File: src/rtl/burst_seq_pkg.sv
package burst_seq_pkg;

    // Two address bits index the four beats of one burst.
    localparam int BEAT_W    = 2;
    localparam int BURST_LEN = 1 << BEAT_W;

    typedef enum logic [0:0] {
        ST_IDLE  = 1'b0,
        ST_BURST = 1'b1
    } seq_state_e;

endpackage

File: src/rtl/burst_beat_ctr.sv
module burst_beat_ctr #(
    parameter int BEAT_W = 2
) (
    input  logic              clk,
    input  logic              rst_n,
    input  logic              clr,
    input  logic              inc,
    output logic [BEAT_W-1:0] beat
);

    // The index wraps naturally at 2**BEAT_W.
    always_ff @(posedge clk) begin
        if (!rst_n) begin
            beat <= '0;
        end else if (clr) begin
            beat <= '0;
        end else if (inc) begin
            beat <= beat + BEAT_W'(1);
        end
    end

endmodule

File: src/rtl/burst_order_gen.sv
module burst_order_gen #(
    parameter int BEAT_W = 2
) (
    input  logic [BEAT_W-1:0] start_low,
    input  logic [BEAT_W-1:0] beat_idx,
    input  logic              interleave,
    output logic [BEAT_W-1:0] low_out
);

    logic [BEAT_W-1:0] lin_low;
    logic [BEAT_W-1:0] ilv_low;

    // Linear: offset plus index, wrapping in the group.
    assign lin_low = start_low + beat_idx;
    // Interleaved: offset XOR index.
    assign ilv_low = start_low ^ beat_idx;

    always_comb begin
        low_out = interleave ? ilv_low : lin_low;
    end

endmodule

File: src/rtl/burst_seq_fsm.sv
module burst_seq_fsm
    import burst_seq_pkg::*;
(
    input  logic       clk,
    input  logic       rst_n,
    input  logic       clk_en,
    input  logic       adv,
    output seq_state_e state,
    output logic       do_load,
    output logic       do_step
);

    seq_state_e state_nxt;

    // State register.
    always_ff @(posedge clk) begin
        if (!rst_n) begin
            state <= ST_IDLE;
        end else begin
            state <= state_nxt;
        end
    end

    // Next-state logic: LOAD, STEP, STALL and DESELECT HOLD.
    always_comb begin
        state_nxt = state;
        if (clk_en) begin
            unique case (state)
                ST_IDLE:  state_nxt = adv ? ST_IDLE : ST_BURST;
                ST_BURST: state_nxt = ST_BURST;
                default:  state_nxt = ST_IDLE;
            endcase
        end
    end

    // Output process: datapath strobes.
    always_comb begin
        do_load = 1'b0;
        do_step = 1'b0;
        if (clk_en) begin
            unique case (state)
                ST_IDLE: begin
                    do_load = !adv;
                end
                ST_BURST: begin
                    do_load = !adv;
                    do_step = adv;
                end
                default: begin
                    do_load = 1'b0;
                    do_step = 1'b0;
                end
            endcase
        end
    end

endmodule

File: src/rtl/burst_addr_seq.sv
module burst_addr_seq
    import burst_seq_pkg::*;
#(
    parameter int ADDR_W = 8
) (
    input  logic              clk,
    input  logic              rst_n,
    input  logic              clk_en,
    input  logic              adv,
    input  logic [ADDR_W-1:0] ext_addr,
    input  logic              order_sel,
    output logic [ADDR_W-1:0] cur_addr
);

    localparam int BW = BEAT_W;

    seq_state_e        fsm_state;
    logic              do_load;
    logic              do_step;
    logic [BW-1:0]     beat;
    logic [BW-1:0]     beat_nxt;
    logic [BW-1:0]     low_nxt;
    logic [ADDR_W-1:0] start_addr;

    burst_seq_fsm u_fsm (
        .clk     (clk),
        .rst_n   (rst_n),
        .clk_en  (clk_en),
        .adv     (adv),
        .state   (fsm_state),
        .do_load (do_load),
        .do_step (do_step)
    );

    burst_beat_ctr #(.BEAT_W(BW)) u_beat (
        .clk   (clk),
        .rst_n (rst_n),
        .clr   (do_load),
        .inc   (do_step),
        .beat  (beat)
    );

    assign beat_nxt = beat + BW'(1);

    burst_order_gen #(.BEAT_W(BW)) u_order (
        .start_low  (start_addr[BW-1:0]),
        .beat_idx   (beat_nxt),
        .interleave (order_sel),
        .low_out    (low_nxt)
    );

    // Start address and current address registers.
    always_ff @(posedge clk) begin
        if (!rst_n) begin
            start_addr <= '0;
            cur_addr   <= '0;
        end else if (do_load) begin
            start_addr <= ext_addr;
            cur_addr   <= ext_addr;
        end else if (do_step) begin
            cur_addr   <= {start_addr[ADDR_W-1:BW], low_nxt};
        end
    end

endmodule

File: config.mk
export PLATFORM = sky130hd
export DESIGN_NAME = burst_addr_seq
export DESIGN_NICKNAME = d
export VERILOG_FILES = /design/src/rtl/burst_seq_pkg.sv /design/src/rtl/burst_beat_ctr.sv /design/src/rtl/burst_order_gen.sv /design/src/rtl/burst_seq_fsm.sv /design/src/rtl/burst_addr_seq.sv
export SDC_FILE = /design/constraint.sdc
export NUM_CORES = 1
export LEC_CHECK = 0
export CORE_MARGIN = 1
export CORE_UTILIZATION = 48
export CTS_CLUSTER_DIAMETER = 150
export DETAILED_ROUTE_END_ITERATION = 7
export GPL_ROUTABILITY_DRIVEN = 0
export PLACE_DENSITY = 0.77
export SLEW_MARGIN = 10
export SYNTH_ARGS = -nofsm -noshare
export SYNTH_HDL_FRONTEND = slang
export SYNTH_HIERARCHICAL = 1
export SYNTH_SLANG_ARGS = --single-unit
File: constraint.sdc
create_clock -name clk -period 1.5 [get_ports clk]
set_input_delay 0.225 -clock clk [delete_from_list [all_inputs] [get_ports clk]]
set_output_delay 0.225 -clock clk [all_outputs]
set_load 0.01 [all_outputs]
# Word level (Yosys, flattened, before mapping)
# Index checks and enable logic that the tools add are counted.
# Widths: inputs -> output; s select.
[op_classes] n_addsub=2 muxes=8 n_bitwise=3 reduce_logical=3
[ops] operator="$mux 8" count=2
[ops] operator="$mux 1" count=4
[ops] operator="$add 2x1->2 const B" count=1
[ops] operator="$add 2x2->2" count=1
[ops] operator="$mux 2" count=1
[ops] operator="$not 1->1" count=2
[ops] operator="$pmux 1 s2" count=1
[ops] operator="$reduce_bool 2->1" count=1
[ops] operator="$reduce_or 2->1" count=1
[ops] operator="$xor 2x2->2" count=1
[ops] operator="$logic_not 1->1" count=1
[word_totals] reg_bits=19 inputBits=13 out_inout_bits=8 elab_cells=20

# Logic depth before layout (Yosys ltp)
[logic_depth] word_depth=5 ltp_mapped=6 depth_no_buf=6

# Cells and area by module
# Netlist, hierarchy kept.
[by_module_without_submodules] mod="burst_addr_seq" instances=1 cells_per_inst=62 area_per_inst_um2=740.7 seq_area_each_um2=320.3
[by_module_without_submodules] mod="burst_beat_ctr" instances=1 cells_per_inst=8 area_per_inst_um2=85.1 seq_area_each_um2=40.0
[by_module_without_submodules] mod="burst_seq_fsm" instances=1 cells_per_inst=4 area_per_inst_um2=48.8 seq_area_each_um2=20.0
[by_module_without_submodules] mod="burst_order_gen" instances=1 cells_per_inst=4 area_per_inst_um2=36.3 seq_area_each_um2=0.0

# Worst setup path before layout
# Ideal clock, no wire load.
[synth_timing] kind="flip-flop to flip-flop" startpoint="register u_beat.beat[0]" endpoint="register cur_addr[1]" setup_ns=0.116 arrival_ns=1.272 required_ns=1.384 setup_slack_ns=0.111 path_stages_with_launch=7 path_buffers=0 synth_period_minus_slack_ns=1.389 path_cell_list="dfxtp_1 inv_1 ha_1 nor2b_1 xnor2_1 mux2_4 o211a_1"
[synth_between] elab_chain_cells=5 word_cells_on_any_way=6 cone_classes="add/sub: 2; mux: 3; bitwise: 1"
[synth_lines] item="start, declared" line="burst_beat_ctr.sv:8" text="output logic [BEAT_W-1:0] beat"
[synth_lines] item="start signal, assigned" line="burst_beat_ctr.sv:18" text="beat <= beat + BEAT_W'(1);"
[synth_lines] item="$add 2x1->2" line="burst_addr_seq.sv:43" text="assign beat_nxt = beat + BW'(1);"
[synth_lines] item="via beat_nxt[0]" line="burst_addr_seq.sv:21" text="logic [BW-1:0] beat_nxt;"
[synth_lines] item="$add 2x2->2" line="burst_order_gen.sv:14" text="assign lin_low = start_low + beat_idx;"
[synth_lines] item="$mux 2" line="burst_order_gen.sv:19" text="low_out = interleave ? ilv_low : lin_low;"
[synth_lines] item="via low_nxt[1]" line="burst_addr_seq.sv:22" text="logic [BW-1:0] low_nxt;"
[synth_lines] item="$mux 8" line="burst_addr_seq.sv:60" text="end else if (do_step) begin"
[synth_lines] item="$mux 8" line="burst_addr_seq.sv:57" text="end else if (do_load) begin"
[synth_lines] item="end signal, assigned" line="burst_addr_seq.sv:59" text="cur_addr <= ext_addr;"
[synth_lines] item="end signal, assigned" line="burst_addr_seq.sv:61" text="cur_addr <= {start_addr[ADDR_W-1:BW], low_nxt};"
[synth_lines] item="end, declared" line="burst_addr_seq.sv:12" text="output logic [ADDR_W-1:0] cur_addr"
# The timed path passes the listed nets, and every way through them passes these cells. The select of a mux whose other input is x is not followed.
# A chain may end at the register's enable or synchronous reset.

# Worst setup path in the final report
# Same ends and word-level chain as after synthesis.

==> flow_metrics.py <==
metrics = {
    "final_layout": {
        "final_common_cell": "clkdlybuf4s50_1",
        "antenna_cells": 0,
        "fin_area_um2": 1220,
        "area_delta_synth_final_pct": 34.1,
        "finalNonFillerCells": 130,
        "final_nets": 120,
        "fillers": 155,
        "final_cell_mix": "clkdlybuf4s50_1 (20), dfxtp_1 (18), nor2b_1 (9), nand2b_1 (9)",
        "drive_above_1_share_pct": 21.9,
    },
    "routing": {
        "dr_wl_met2_um": 705,
        "routed_wl_um": 1460,
        "vias": 626,
        "top_layer": "met4",
        "drt_iter0_drc": 10,
        "dr_wl_met3_um": 82,
        "drc": 0,
        "ant_nets": 0,
        "wl_met1_um": 659,
        "via_per_inst": 4.82,
        "drtPass1Iterations": 4,
        "wire_per_inst_um": 11.2,
    },
    "critical_path": {
        "slowest_stage": "dfxtp_2",
        "ff2ff_path_depth": 6,
        "critPathLaunchType": "flip-flop",
        "r2r_slack_ns": 0.08,
        "endpoint": "cur_addr[1]",
        "slowest_delay_ns": 0.39,
        "startpoint": "u_beat/beat[0]",
        "worstPathMaxFanout": 5,
        "required_ns": 1.69,
        "rr_startpoint": "u_beat/beat[0]",
        "reg2reg_to": "cur_addr[1]",
        "crit_arrival_ns": 1.61,
        "crit_chain": "inv_1, ha_1, nor2b_1, xnor2_1, mux2_4, o211a_1",
        "critical_path_class": "reg2reg",
        "cp-end-kind": "flip-flop",
    },
    "yosys": {
        "syn_inst": 78,
        "synth_area_per_cell_um2": 11.7,
        "synth_cell_type_count": 21,
        "synth.cell_area_um2": 911,
        "synth.ff_latch_count": 19,
        "synth_nets": 92,
        "yosysWarnings": 6,
        "yosysSeqAreaShare_pct": 41.8,
    },
    "timing": {
        "setup-tns-final_ns": 0,
        "clock_skew_ns": 0.00808,
        "holdWs_ns": 0.471,
        "fmax_mhz": 704,
        "rsz0062_at_grt": "false",
        "slew_viol_final": 0,
        "fin_crit_ns": 1.42,
        "relSlewSlack_pct": 84.6,
        "hold_viol_final": 0,
        "worstMarginPinSlew_ns": 0.230,
        "fin_crit_sh_pct": 94.7,
        "setup_viol_count_final": 0,
    },
    "status": {
        "outcome": "complete, no violations",
    },
    "place": {
        "port-buffer-count": 20,
        "dpl.cell_count": 126,
        "dp_hpwl_um": 1130,
        "placed_cell_area_um2": 1190,
    },
    "clock_network": {
        "cts_tree": "yes",
        "root_buffer": "clkbuf_4",
        "clock_path_buffers": 2,
        "cts_num_sinks": 19,
        "cts_buffers": 3,
        "clk_latency_ns": 0.29,
        "htree_levels": 1,
        "ctsHoldBuffers": 0,
        "path_clk_slew_ns": 0.10,
    },
    "power_and_ir_drop": {
        "p_total_mw": 0.985,
        "p_leak_nw": 0.545,
        "peakVddDrop_v": 0.000563,
        "powerDensity_nw_per_um2": 807,
    },
    "floorplanning": {
        "row_count": 15,
        "core_um2": 1750,
        "ios": 21,
        "die_x_um": 45.6,
        "start_util_pct": 52.2,
        "dieArea_um2": 2080,
        "die_h_um": 45.6,
    },
    "worst_hold_path": {
        "hp-class": "reg2reg",
    },
    "run": {
        "cap_violations": 0,
    },
    "global_routing": {
        "grt_antenna_before_repair": 0,
        "grt_max_degree": 20,
        "grt.overflow.total": 0,
        "grt_pass1_vias": 614,
        "grt_usage_pct": 16.9,
        "grt_first_pass_wirelength_um": 2480,
    },
}
==> synthesized netlist by cell type (all sizes together) <==
cell / number / share of area (%)
ha: 1 / 1.4
a21bo: 1 / 1.1
nor2: 1 / 0.41
inv: 1 / 0.41
o21a: 1 / 0.82
buf: 3 / 2.6
mux2i: 8 / 8.8
clkbuf: 1 / 0.41
xnor2: 3 / 2.9
mux2: 8 / 13
nand3b: 1 / 0.82
o211a: 8 / 8.8
xor2: 1 / 0.96
dfxtp: 19 / 42
and3: 1 / 0.82
nor2b: 10 / 7.7
a21oi: 1 / 0.96
nand2b: 9 / 6.2
==> per-layer routing <==
| layer | GRT usage [%] | vias up |
|---|---|---|
| li1 | - | 322 |
| met1 | 18.5 | 286 |
| met2 | 30.0 | 16 |
| met3 | 5.95 | 2 |
| met4 | 5.45 | 0 |
| met5 | 0 | - |
==> cells by family (layout without fill, tap and decap cells) <==
family | Yosys count | after routing | share of synthesized area [%]
AND/OR/NAND/NOR | 22 | 22 | 15.9
flip-flops | 19 | 19 | 41.8
multiplexers | 16 | 16 | 22.0
AO/OA/AOI/OAI | 11 | 11 | 11.7
buffers and inverters | 5 | 32 | 3.43
XOR/XNOR | 4 | 4 | 3.85
adder cells (fa/ha/maj) | 1 | 1 | 1.37
==> worst min-delay path by stage <==
stage                            from     endpoint  slack, ns  depth (start not counted)
final                     u_fsm/state  u_fsm/state       0.47                          1
after global routing      u_fsm/state  u_fsm/state       0.51                          1
after CTS                 u_fsm/state  u_fsm/state       0.47                          1
after detailed placement  u_fsm/state  u_fsm/state       0.45                          1
after global placement    u_fsm/state  u_fsm/state       0.44                          1
after floorplan                 rst_n  u_fsm/state       0.34                          1
==> what timing repair did <==
item	in CTS	in global routing
endpoints found under the hold margin	0	0
gates resized for setup	0	1
endpoints found under the setup margin	0	1
buffers inserted	0	0
==> critical path: cells and delay by family, from the launching register on <==
kind | cells | cell delay, ns
AO/OA/AOI/OAI | 1 | 0.19
XOR/XNOR | 1 | 0.12
adder cells (fa/ha/maj) | 1 | 0.16
buffers and inverters | 1 | 0.05
flip-flops | 1 | 0.39
multiplexers | 1 | 0.26
AND/OR/NAND/NOR | 1 | 0.14
==> where the power goes <==
| group | internal [mW] | leakage [nW] | switching (mW) |
|---|---|---|---|
| combinational | 0.129 | 0.371 | 0.0646 |
| clock | 0.0991 | 0.0177 | 0.145 |
| sequential | 0.532 | 0.156 | 0.0149 |
==> area by class of cell <==
type	count	area (µm²)	area share, %
multi-input combinational	54	499	40.9
clock buffer	3	22.5	1.84
inverter	1	3.75	0.307
timing repair buffer	27	278	22.7
clock inverter	1	5.00	0.410
tap	25	31.3	2.56
sequential	19	382	31.3
==> metrics by stage <==
step	util, %	setup slack, ns
after detailed placement	68.3	-0.174
after global placement	68.3	-0.167
after global routing	70.0	0.00995
after floorplan	-	0.111
final	70.0	0.0789
after CTS	69.9	0.00529
==> flip-flops by register name, indices dropped and copies added, names as in the netlist <==
register / cells
start_addr: 8
u_beat/beat: 2
u_fsm/state: 1
cur_addr: 8
No activity file was read; power rests on OpenSTA's default activity.
